===== src/rtl/ptw_pkg.sv =====
package ptw_pkg;
  typedef enum logic [2:0] {
    W_IDLE,
    W_L1_REQ,
    W_L1_WAIT,
    W_L2_REQ,
    W_L2_WAIT,
    W_RESP
  } walk_state_t;
endpackage


===== src/rtl/ptw_ctrl.sv =====
module ptw_ctrl
  import ptw_pkg::*;
(
  input  logic clk,
  input  logic rst_n,
  input  logic req_valid,
  input  logic mem_rd_ready,
  input  logic mem_rsp_valid,
  input  logic entry_present,
  input  logic rsp_ready,
  output logic req_ready,
  output logic accept,
  output logic rd_req,
  output logic rd_is_l2,
  output logic cap_l1,
  output logic cap_l2,
  output logic l1_absent,
  output logic rsp_valid
);
  walk_state_t st_q, st_d;

  always_comb begin
    st_d = st_q;
    case (st_q)
      W_IDLE:    if (req_valid) st_d = W_L1_REQ;
      W_L1_REQ:  if (mem_rd_ready) st_d = W_L1_WAIT;
      W_L1_WAIT: if (mem_rsp_valid) st_d = entry_present ? W_L2_REQ : W_RESP;
      W_L2_REQ:  if (mem_rd_ready) st_d = W_L2_WAIT;
      W_L2_WAIT: if (mem_rsp_valid) st_d = W_RESP;
      W_RESP:    if (rsp_ready) st_d = W_IDLE;
      default:   st_d = W_IDLE;
    endcase
  end

  always_ff @(posedge clk) begin
    if (!rst_n) st_q <= W_IDLE;
    else        st_q <= st_d;
  end

  assign req_ready = (st_q == W_IDLE);
  assign accept    = req_ready && req_valid;
  assign rd_req    = (st_q == W_L1_REQ) || (st_q == W_L2_REQ);
  assign rd_is_l2  = (st_q == W_L2_REQ);
  assign cap_l1    = (st_q == W_L1_WAIT) && mem_rsp_valid;
  assign cap_l2    = (st_q == W_L2_WAIT) && mem_rsp_valid;
  assign l1_absent = cap_l1 && !entry_present;
  assign rsp_valid = (st_q == W_RESP);
endmodule


===== src/rtl/ptw_dpath.sv =====
module ptw_dpath #(
  parameter int ADDR_W      = 32,
  parameter int OFF_W       = 12,
  parameter int L1_W        = 10,
  parameter int BYTE_W      = 2,
  parameter int PRESENT_BIT = 0,
  localparam int FRAME_W    = ADDR_W - OFF_W,
  localparam int L2_W       = ADDR_W - OFF_W - L1_W,
  localparam int RIGHTS_W   = ADDR_W - FRAME_W
) (
  input  logic                clk,
  input  logic                rst_n,
  input  logic                accept,
  input  logic [ADDR_W-1:0]   req_vaddr,
  input  logic [FRAME_W-1:0]  root_frame,
  input  logic                cap_l1,
  input  logic                cap_l2,
  input  logic                l1_absent,
  input  logic                rd_is_l2,
  input  logic [ADDR_W-1:0]   mem_rsp_data,
  output logic                entry_present,
  output logic [ADDR_W-1:0]   mem_rd_addr,
  output logic [ADDR_W-1:0]   rsp_paddr,
  output logic [RIGHTS_W-1:0] rsp_rights,
  output logic                rsp_fault,
  output logic [ADDR_W-1:0]   vaddr_q
);
  logic [FRAME_W-1:0] base_q;
  logic [FRAME_W-1:0] tbl_q;

  function automatic logic [ADDR_W-1:0] l1_slot(input logic [FRAME_W-1:0] base,
                                                input logic [ADDR_W-1:0] va);
    return {base, va[ADDR_W-1 -: L1_W], {BYTE_W{1'b0}}};
  endfunction

  function automatic logic [ADDR_W-1:0] l2_slot(input logic [FRAME_W-1:0] tbl,
                                                input logic [ADDR_W-1:0] va);
    return {tbl, va[OFF_W +: L2_W], {BYTE_W{1'b0}}};
  endfunction

  function automatic logic [ADDR_W-1:0] join_phys(input logic [FRAME_W-1:0] frame,
                                                  input logic [ADDR_W-1:0] va);
    return {frame, va[OFF_W-1:0]};
  endfunction

  assign entry_present = mem_rsp_data[PRESENT_BIT];
  assign mem_rd_addr   = rd_is_l2 ? l2_slot(tbl_q, vaddr_q) : l1_slot(base_q, vaddr_q);

  always_ff @(posedge clk) begin
    if (!rst_n) begin
      vaddr_q    <= '0;
      base_q     <= '0;
      tbl_q      <= '0;
      rsp_paddr  <= '0;
      rsp_rights <= '0;
      rsp_fault  <= 1'b0;
    end else begin
      if (accept) begin
        vaddr_q <= req_vaddr;
        base_q  <= root_frame;
      end
      if (cap_l1) tbl_q <= mem_rsp_data[ADDR_W-1 -: FRAME_W];
      if (l1_absent) begin
        rsp_paddr  <= '0;
        rsp_rights <= '0;
        rsp_fault  <= 1'b1;
      end else if (cap_l2) begin
        rsp_paddr  <= join_phys(mem_rsp_data[ADDR_W-1 -: FRAME_W], vaddr_q);
        rsp_rights <= mem_rsp_data[RIGHTS_W-1:0];
        rsp_fault  <= 1'b0;
      end
    end
  end
endmodule


===== src/rtl/pt_walker.sv =====
module pt_walker #(
  parameter int ADDR_W      = 32,
  parameter int OFF_W       = 12,
  parameter int L1_W        = 10,
  parameter int BYTE_W      = 2,
  parameter int PRESENT_BIT = 0,
  localparam int FRAME_W    = ADDR_W - OFF_W,
  localparam int RIGHTS_W   = ADDR_W - FRAME_W
) (
  input  logic                clk,
  input  logic                rst_n,
  input  logic [FRAME_W-1:0]  root_frame,
  input  logic                req_valid,
  output logic                req_ready,
  input  logic [ADDR_W-1:0]   req_vaddr,
  output logic                rsp_valid,
  input  logic                rsp_ready,
  output logic [ADDR_W-1:0]   rsp_paddr,
  output logic [RIGHTS_W-1:0] rsp_rights,
  output logic                rsp_fault,
  output logic                mem_rd_valid,
  input  logic                mem_rd_ready,
  output logic [ADDR_W-1:0]   mem_rd_addr,
  input  logic                mem_rsp_valid,
  input  logic [ADDR_W-1:0]   mem_rsp_data
);
  logic              accept;
  logic              rd_is_l2;
  logic              cap_l1;
  logic              cap_l2;
  logic              l1_absent;
  logic              entry_present;
  logic [ADDR_W-1:0] vaddr_q;

  ptw_ctrl u_ctrl (
    .clk          (clk),
    .rst_n        (rst_n),
    .req_valid    (req_valid),
    .mem_rd_ready (mem_rd_ready),
    .mem_rsp_valid(mem_rsp_valid),
    .entry_present(entry_present),
    .rsp_ready    (rsp_ready),
    .req_ready    (req_ready),
    .accept       (accept),
    .rd_req       (mem_rd_valid),
    .rd_is_l2     (rd_is_l2),
    .cap_l1       (cap_l1),
    .cap_l2       (cap_l2),
    .l1_absent    (l1_absent),
    .rsp_valid    (rsp_valid)
  );

  ptw_dpath #(
    .ADDR_W     (ADDR_W),
    .OFF_W      (OFF_W),
    .L1_W       (L1_W),
    .BYTE_W     (BYTE_W),
    .PRESENT_BIT(PRESENT_BIT)
  ) u_dpath (
    .clk          (clk),
    .rst_n        (rst_n),
    .accept       (accept),
    .req_vaddr    (req_vaddr),
    .root_frame   (root_frame),
    .cap_l1       (cap_l1),
    .cap_l2       (cap_l2),
    .l1_absent    (l1_absent),
    .rd_is_l2     (rd_is_l2),
    .mem_rsp_data (mem_rsp_data),
    .entry_present(entry_present),
    .mem_rd_addr  (mem_rd_addr),
    .rsp_paddr    (rsp_paddr),
    .rsp_rights   (rsp_rights),
    .rsp_fault    (rsp_fault),
    .vaddr_q      (vaddr_q)
  );
endmodule


===== config.mk =====
export PLATFORM = sky130hd
export DESIGN_NAME = pt_walker
export DESIGN_NICKNAME = d
export VERILOG_FILES = /design/src/rtl/ptw_pkg.sv /design/src/rtl/ptw_ctrl.sv /design/src/rtl/ptw_dpath.sv /design/src/rtl/pt_walker.sv
export SDC_FILE = /design/constraint.sdc
export NUM_CORES = 1
export LEC_CHECK = 0
export BUFFER_PORTS_ARGS = -buffer_cell sky130_fd_sc_hd__buf_2
export CELL_PAD_IN_SITES_DETAIL_PLACEMENT = 2
export CELL_PAD_IN_SITES_GLOBAL_PLACEMENT = 2
export CORE_ASPECT_RATIO = 1.75
export CORE_MARGIN = 5
export CORE_UTILIZATION = 32
export CTS_BUF_LIST = sky130_fd_sc_hd__clkbuf_8
export DETAILED_ROUTE_END_ITERATION = 16
export HOLD_SLACK_MARGIN = 0.02
export PLACE_DENSITY = 0.83
export SLEW_MARGIN = 5
export SYNTH_ARGS = -nofsm -noshare
export SYNTH_HDL_FRONTEND = slang
export SYNTH_SLANG_ARGS = --single-unit

===== constraint.sdc =====
create_clock -name clk -period 2.6 [get_ports clk]
set_input_delay 0.39 -clock clk [delete_from_list [all_inputs] [get_ports clk]]
set_output_delay 0.39 -clock clk [all_outputs]
set_load 0.01 [all_outputs]

# --- Yosys cells after proc, flatten, opt, wreduce, memory -nomap -nowiden ---
# Cells that the tools add are included.
totals:
  reg_bits: 120
  input_bits: 90
  out_inout_bits: 80
  word_cells: 40
classes:
  eq_ne: 11
  mux: 11
  bitwise: 1
  n_reduce_logical: 10
ops:
  columns: ["operator", "count"]
  rows:
  - ["32-bit 2-to-1 mux", 1]
  - ["3-bit 2-to-1 mux", 7]
  - ["3-bit one-hot mux with 6 select lines", 1]
  - ["2-bit != test (second input constant)", 5]
  - ["3-bit by 2-bit equality test with 1-bit output (second input constant)", 2]
  - ["3-bit equality test (second input constant)", 2]
  - ["6-bit AND reduction", 1]
  - ["1-bit logical AND", 4]
  - ["3-bit by 1-bit equality test with 1-bit output (second input constant)", 1]
  - ["3-bit zero test", 1]
  - ["1-bit 2-to-1 mux", 2]
  - ["2-bit by 1-bit != test with 1-bit output (second input constant)", 1]
  - ["2-bit nonzero test", 1]
  - ["2-bit OR reduction", 1]
  - ["1-bit zero test", 1]
  - ["1-bit logical OR", 1]
  - ["1-bit NOT", 1]

# --- Longest topological paths before layout ---
# Gate-level depths: netlist of run 1.
logic_depth:
  ltp_word: 4
  ltp_mapped: 6
  depth_no_buf: 3

# --- Cells and area by module ---
# A second synthesis of run 1 with hierarchy kept.
unflattened:
  hier_cells: 451
  area_unflattened_um2: 5042.3
by_module_without_submodules:
  columns: ["mod", "instances", "cells_per_inst", "area_per_inst_um2", "seq_area_each_um2"]
  rows:
  - ["ptw_dpath", 1, 415, 4768.3, 2342.2]
  - ["ptw_ctrl", 1, 36, 274.0, 60.1]

# --- Worst setup path before layout of run 1 ---
# Ideal clock, no wire load.
synth_timing:
  path_kind: "register -> output"
  from: "reg u_ctrl.st_q[2]"
  to: "out mem_rd_addr[10]"
  t_arrival_ps: 1295
  required_time_ps: 2210
  slack_ps: 915
  stages_incl_launch_ff: 5
  n_path_buf: 1
  path_cell_list: "dfxtp_1 -> and2b_1 -> nand2_1 -> buf_6 -> mux2_2"
synth_via:
  elab_chain_len: 2
synth_lines:
  columns: ["element", "line_no", "rtl"]
  rows:
  - ["start: declaration", "ptw_ctrl.sv:20", "walk_state_t st_q, st_d;"]
  - ["start signal: assignment", "ptw_ctrl.sv:37", "else st_q <= st_d;"]
  - ["3-bit by 2-bit equality test with 1-bit output", "ptw_ctrl.sv:43", "assign rd_is_l2 = (st_q == W_L2_REQ);"]
  - ["32-bit 2-to-1 mux", "ptw_dpath.sv:47", "assign mem_rd_addr = rd_is_l2 ? l2_slot(tbl_q, vaddr_q) : l1_slot(base_q, vaddr_q);"]
  - ["end: declaration", "pt_walker.sv:23", "output logic [ADDR_W-1:0] mem_rd_addr,"]
# Every way passes these cells.

# --- Worst setup path after layout of run 1 ---
layout_timing:
  from: "reg u_ctrl.st_q[2]"
  to: "out mem_rd_addr[11]"
# The elaborated chain is that of the path after synthesis.

==> results of run 1 <==
power groups by stage:
stage,registers [mW],logic (mW),clock network [mW]
global route,1.99,0.677,2.08
floorplan,2.02,0.417,0
global placement,2.02,0.595,0
detailed placement,2.03,0.620,0
CTS,1.99,0.629,2.00
finish,1.99,0.613,1.95
tightest hold or removal path: cells and delay by family:
family          cells  cell delay, ns
buf+inv             1            0.10
compound gates      1            0.05
simple gates        1            0.04
metrics by stage:
stage	util, %	hold WS [ns]	setup WS [ns]	area, um2	power (mW)
after detailed placement	38.0	0.448	0.485	6030	2.65
after floorplan	-	0.432	0.915	5160	2.43
after global routing	40.9	0.162	0.0379	6490	4.75
after CTS	40.9	0.151	0.107	6490	4.61
after global placement	38.0	0.438	0.603	6030	2.61
final	40.9	0.183	0.167	6490	4.55
Yosys cell counts (all sizes together):
cell type	number
nand4b	2
buf	35
mux2	30
nor4b	2
o21ai	2
nand3	1
dfxtp	120
or4b	1
nor2b	1
mux2i	2
nand4bb	2
a221o	1
and2	2
and2b	1
xor2	1
and4bb	2
a21oi	45
or3	1
nand2	237
o2bb2ai	1
conb	1
a21boi	72
nor3	1
nand3b	1
clkbuf	10
nand2b	3
inv	1
flip-flops by register name (all words and copies together), names as in the netlist:
register	flops
u_dpath.rsp_paddr	32
u_dpath.vaddr_q	32
u_dpath.base_q	20
u_dpath.tbl_q	20
u_dpath.rsp_rights	12
u_ctrl.st_q	3
u_dpath.rsp_fault	1
area by class of cell:
class | instances | area (um2)
Antenna cell | 1 | 2.50
Clock inverter | 13 | 194
Multi-Input combinational cell | 413 | 2460
Clock buffer | 19 | 262
Tap cell | 189 | 236
Timing Repair Buffer | 178 | 931
Sequential cell | 120 | 2400
Fill cell | 1824 | 9390
Inverter | 1 | 3.75
final timing paths:
path         slack [ns]                     to  cells after the start
max                0.17        mem_rd_addr[11]                      5
min                0.18    u_dpath.vaddr_q[23]                      3
max reg2reg        0.51  u_dpath.rsp_rights[7]                      5
min reg2reg        0.46     u_dpath.vaddr_q[1]                      2
per-layer routing:
metal	wire (um)	GRT usage, %	up-vias
met2	10000	37.5	113
met5	20	0	-
met4	225	5.89	2
li1	-	-	2195
met3	698	4.84	17
met1	6440	18.7	2281
cells by family (layout without fill, tap and decap cells):
family,Yosys count,after routing,share of synthesized area (%)
simple gates,257,257,22.5
mux,32,32,6.94
other cells,1,3,0.0728
compound gates,121,121,17.7
buf+inv,46,211,6.07
xor+xnor,1,1,0.170
flops,120,120,46.6
==> results by group, run 1 <==
STA
  • Total count of max-transition violations in the final report: 0
  • Max-Slew Margin vs Limit: 48.5%
  • Peak clock frequency supported by timing: 411 MHz
  • Min cycle time layout: 2.43 ns
  • Final Cycle Share: 93.6%
  • Post-route clock skew: 0.0137 ns
  • Tightest Pin Transition: 0.773 ns
  • Final setup violating endpoints: 0
  • Post-route setup TNS: 0 ns
  • Unrepaired setup endpoints after global routing: false
  • Final hold violation count: 0

Clocking
  • Number of clock buffers inserted by TritonCTS: 17
  • Post-CTS setup repair buffer count: 0
  • Cell chosen for the clock root: sky130_fd_sc_hd__clkbuf_8
  • Clock latency of the later-clocked register in the worst-skew pair: between 0.4 and 0.5 ns
  • Number of buffers inserted for hold repair after clock tree synthesis: 0
  • Post-CTS clock slew at the launch and capture registers of the worst setup and hold paths: 0.08 ns
  • Number of sinks on the clock net: 120
  • Resized Gates After CTS: 0
  • Clock tree from TritonCTS: built
  • Buffers from clock root to sink, at most: 2
  • Total number of H-tree levels: 4

Place
  • Post-detailed-placement half-perimeter wirelength: 12,400 um
  • Placer congestion estimate: ~0.76
  • Placed Cells incl. Taps: 901
  • Total of buffers placed on input and output ports: 167

Drt
  • 1st-iter DRT viols: between 100 and 150
  • Number of routed nets with antenna violations: 0
  • # DRC: 0
  • First-pass iteration count of the detailed router: 4
  • Total wirelength of the detailed-routed design: between 15,000 and 20,000 um
  • Drt via density: 4.93
  • Wire per inst: 18.7 um
  • Total via count after detailed routing: 4,608

Power
  • Switching power total: about 1.3 mW
  • Clock share of power: 42.8%
  • Cell internal power dissipation: roughly 3.3 mW
  • Sequential share of power: ~44%
  • Share of power burned in combinational logic: between 10% and 20%
  • Static leakage power: 2.74 nW
  • Sw frac: 27.7%
  • Pwr dens: 700 nW/um2
  • Worst VDD drop: roughly 0.28 mV

Setup path
  • CP Buf/Inv Count: 2
  • Kind of critical path: reg -> out
  • Largest delay contributor family on the critical path: buffers and inverters
  • Arr. time, crit path: 2.04 ns
  • Worst path max stage delay: 0.42 ns
  • Endpoint type of the worst setup path: output port
  • Worst setup startpoint: u_ctrl.st_q[2]
  • Required @ worst endpoint: about 2.2 ns
  • Startpoint type of the worst setup path: register
  • CP max-delay cell: sky130_fd_sc_hd__mux2_2
  • Max FO, Critical Path: 30
  • Launch point of the worst reg-to-reg path: u_ctrl.st_q[1]
  • Cell Chain, Critical Path: and2b_1, nand2_1, buf_4, mux2_2, buf_2

Min path
  • Startpoint of the lowest-slack hold path: req_vaddr[23]
  • Path category of the worst min-delay check: in -> reg

Final layout
  • Most common library cell in the layout ignoring fill and taps: sky130_fd_sc_hd__nand2_1
  • Top library cells by usage in the layout, fill and taps aside: 207 x sky130_fd_sc_hd__nand2_1, 167 x sky130_fd_sc_hd__buf_2, 120 x sky130_fd_sc_hd__dfxtp_1
  • Area growth from synthesis to layout: 25.9%
  • Fraction of layout cells with a size suffix above 1: 41.1%
  • Final layout net count: between 800 and 900
  • Number of cells in the finished layout apart from fillers: 934

Synthesis
  • Post-synth design cell area: 5150 um2
  • Ranking of synthesized cells by area: sky130_fd_sc_hd__dfxtp_1 47%, sky130_fd_sc_hd__nand2_1 15%, sky130_fd_sc_hd__a21boi_2 6.6%, sky130_fd_sc_hd__mux2_2 6.6%, sky130_fd_sc_hd__a21boi_1 5.8%
  • Number of warnings printed during yosys synthesis: 0
  • Average size of a mapped cell: 8.92 um2
  • Count of distinct cell types in the synthesized netlist: 36
  • Post-synthesis sequential element count: 120
  • Library cell occupying the most area in the post-synthesis netlist: sky130_fd_sc_hd__dfxtp_1
  • Synth top area share: a little under half
  • Cells after Synth: roughly 580
  • Share of the yosys chip area belonging to registers: a little under half

GRT
  • Pin count of the biggest net entering global routing: between 50 and 60
  • Aggregate global routing overflow: 0
  • Number of global-route vias before repair: 5,318
  • Global-route usage over all layers: 18.9%
  • Wire length of the first global-routing pass: 27,700 um
  • Initial antenna violation count: 1

Die
  • Initial cell density of the core: 32.5%
  • Floorplan die height: between 150 and 200 um
  • Boundary Pins: 170
  • Die Wd: 106 um
  • Core footprint: 15,900 um2
  • Die Footprint: 18,800 um2
  • Number of standard-cell rows in the floorplan: 61

Outcome
  • Outcome: finished clean

Flow run
  • Max Cap Viol: 0
Note: power is estimated with default switching activity, not from simulation.
==> inputs of run 2 (changes only) <==
==> constraint.sdc (replaced) <==
create_clock -name clk -period 2.6 [get_ports clk]
set_input_delay 0.39 -clock clk [delete_from_list [all_inputs] [get_ports clk]]
set_output_delay 0.39 -clock clk [all_outputs]
set_load 0.02 [all_outputs]
==> run 2 against run 1 <==
Net effect: power rose by 1.4%; die area did not move; design area rose by 0.29%; utilization rose by 0.12 points; clock skew fell by 0.0034 ns; sequential share of layout area fell by 0.11 points; final cell count rose by 0.11%.
==> results by group, run 2 (synthesized netlist as in run 1, its figures left out) <==
Outcome
  • Outcome: finished clean

Final layout
  • Fraction of layout cells with a size suffix above 1: 40.9% (-0.27 points)
  • Area growth from synthesis to layout: 26.3%
  • Registers with the highest flip-flop counts: u_dpath.rsp_paddr x32, u_dpath.vaddr_q x32
  • Most common library cell in the layout ignoring fill and taps: sky130_fd_sc_hd__nand2_1
  • Final layout net count: 821 (unchanged)
  • Filler cell count: 1,855 (+1.7%)
  • Post-Layout Inst Area: 6510 um2 (+0.29%)
  • Number of cells in the finished layout apart from fillers: 935 (+0.11%)
  • Top library cells by usage in the layout, fill and taps aside: 207 x sky130_fd_sc_hd__nand2_1, 167 x sky130_fd_sc_hd__buf_2, 120 x sky130_fd_sc_hd__dfxtp_1

GRT
  • Global-route usage over all layers: 19.1% (+0.22 points)
  • Initial antenna violation count: 3 (+2)
  • Wire length of the first global-routing pass: 27,900 um (+0.80%)
  • Pin count of the biggest net entering global routing: 53 (unchanged)
  • Number of global-route vias before repair: 5,394 (+1.4%)
  • Aggregate global routing overflow: 0 (unchanged)

Place
  • Placed Cells incl. Taps: 901 (unchanged)
  • Post-detailed-placement half-perimeter wirelength: 13,100 um (+5.4%)
  • Standard cell area after detailed placement: 6040 um2 (+0.21%)
  • Placer congestion estimate: 0.780 (+2.0%)
  • Total of buffers placed on input and output ports: 167 (unchanged)

Min path
  • Startpoint of the lowest-slack hold path: req_vaddr[2]
  • Path category of the worst min-delay check: in -> reg

Power
  • Share of power burned in combinational logic: 14.4% (+0.9 points)
  • Sequential share of power: 43.2% (-0.5 points)
  • Clock share of power: 42.5% (-0.3 points)
  • Sw frac: 27.7% (about the same)
  • Switching power total: 1.27 mW (+1.4%)
  • Worst VDD drop: 0.256 mV (-7.5%)
  • Static leakage power: 2.76 nW (+0.49%)
  • Cell internal power dissipation: 3.34 mW (+1.4%)
  • Pwr dens: 708 nW/um2 (+1.1%)

Setup path
  • Worst setup startpoint: u_ctrl.st_q[2]
  • CP Buf/Inv Count: 2 (unchanged)
  • CP max-delay cell: sky130_fd_sc_hd__buf_4
  • Max FO, Critical Path: 30 (unchanged)
  • Startpoint type of the worst setup path: register
  • Required @ worst endpoint: 2.21 ns (about the same)
  • Launch point of the worst reg-to-reg path: u_ctrl.st_q[0]
  • Cell Chain, Critical Path: and2b_1, nand2_1, buf_4, mux2_2, buf_2
  • Arr. time, crit path: 2.11 ns (+0.07 ns)
  • Worst path max stage delay: 0.40 ns (-0.02 ns)
  • Endpoint type of the worst setup path: output port
  • Largest delay contributor family on the critical path: buffers and inverters
  • Kind of critical path: reg -> out

STA
  • Post-route clock skew: 0.0103 ns (-0.00338 ns)
  • Tightest Pin Transition: 0.791 ns (+0.0182 ns)
  • Total count of max-transition violations in the final report: 0 (unchanged)
  • Max-Slew Margin vs Limit: 47.2% (-1.2 points)
  • Post-route setup TNS: 0 ns (unchanged)
  • Min cycle time layout: 2.50 ns (+0.0631 ns)
  • Peak clock frequency supported by timing: 401 MHz (-2.5%)
  • Final Cycle Share: 96.0% (+2.4 points)
  • Final hold violation count: 0 (unchanged)
  • Unrepaired setup endpoints after global routing: false
  • Final setup violating endpoints: 0 (unchanged)

Clocking
  • Cell chosen for the clock root: sky130_fd_sc_hd__clkbuf_8
  • Clock tree from TritonCTS: built
  • Resized Gates After CTS: 0 (unchanged)
  • Buffers from clock root to sink, at most: 2 (unchanged)
  • Number of clock buffers inserted by TritonCTS: 17 (unchanged)
  • Total number of H-tree levels: 4 (unchanged)
  • Number of buffers inserted for hold repair after clock tree synthesis: 0 (unchanged)
  • Post-CTS setup repair buffer count: 0 (unchanged)
  • Number of sinks on the clock net: 120 (unchanged)
  • Post-CTS clock slew at the launch and capture registers of the worst setup and hold paths: 0.08 ns (about the same)
  • Clock latency of the later-clocked register in the worst-skew pair: 0.43 ns (about the same)

Drt
  • Total via count after detailed routing: 4,626 (+0.39%)
  • Number of routed nets with antenna violations: 0 (unchanged)
  • Wire per inst: 18.9 um (+1.2%)
  • First-pass iteration count of the detailed router: 4 (unchanged)
  • Total wirelength of the detailed-routed design: 17,700 um (+1.3%)
  • 1st-iter DRT viols: 115 (-6.5%)
  • # DRC: 0 (unchanged)
  • Drt via density: 4.95 (+0.28%)

Die
  • Die Wd: 106 um (unchanged)
  • Floorplan die height: 178 um (unchanged)
  • Boundary Pins: 170 (unchanged)
  • Initial cell density of the core: 32.5% (unchanged)
  • Die Footprint: 18,800 um2 (unchanged)
  • Core footprint: 15,900 um2 (unchanged)
  • Number of standard-cell rows in the floorplan: 61 (unchanged)

Flow run
  • Max Cap Viol: 0 (unchanged)
-- run 2: cell count changes in the layout (fill, tap and decap cells not counted), sizes merged --
cell / before / now
diode: 1 / 2
clkbuf: 19 / 17
clkinv: 4 / 3
clkinvlp: 3 / 2
inv: 3 / 6
bufinv: 4 / 5
-- run 2: power by group through the flow --
stage	registers, mW	clock network, mW	logic [mW]
after global placement	2.03	0	0.640
final	1.99	1.96	0.662
after global routing	2.00	2.10	0.723
after floorplan	2.02	0	0.456
after detailed placement	2.03	0	0.673
after CTS	1.99	2.01	0.678
-- run 2: routing by layer --
layer  share of wire [%]  wire, um  global-route usage (%)  vias to the layer above
met2                  57     10100                    38.0                      139
met5                0.15        27                       0                        -
met4                 3.8       677                    9.18                        4
li1                    -         -                       -                     2195
met3                 4.2       735                    4.66                       46
met1                  35      6120                    17.7                     2242
-- run 2: cell type report --
type                    count  area (um2)  share of cell area, %
clock buffers              17         234                   3.59
clock inverters            15         225                   3.46
inverters                   1        3.75                 0.0577
flip-flops and latches    120        2400                   36.9
diodes                      2        5.00                 0.0769
repair buffers            178         943                   14.5
multi-input cells         413        2460                   37.8
well taps                 189         236                   3.63
-- run 2: path summary, 6_finish.rpt --
kind,end,slack [ns],depth (start not counted)
worst max register to register,u_dpath.rsp_paddr[14],0.59,5
worst max-delay path,mem_rd_addr[18],0.10,5
worst min register to register,u_dpath.rsp_rights[11],0.45,2
worst min-delay path,u_dpath.vaddr_q[2],0.19,3
-- run 2: worst register-to-register path: stages (launching register included) --
cell	delay (ns)
sky130_fd_sc_hd__dfxtp_1	0.32
sky130_fd_sc_hd__buf_4	0.19
sky130_fd_sc_hd__nand4bb_4	0.50
sky130_fd_sc_hd__o21ai_4	0.53
sky130_fd_sc_hd__buf_12	0.26
sky130_fd_sc_hd__a21oi_1	0.09
-- run 2: metrics by stage --
step / power (mW) / hold WS [ns] / utilization [%] / worst slack, ns
3_5_place_dp: 2.71 / 0.447 / 38.1 / 0.547
2_1_floorplan: 2.48 / 0.432 / - / 0.829
5_1_grt: 4.82 / 0.167 / 41.0 / 0.00341
4_1_cts: 4.68 / 0.164 / 41.0 / 0.0530
6_report: 4.61 / 0.191 / 41.0 / 0.104
3_3_place_gp: 2.67 / 0.438 / 38.1 / 0.609
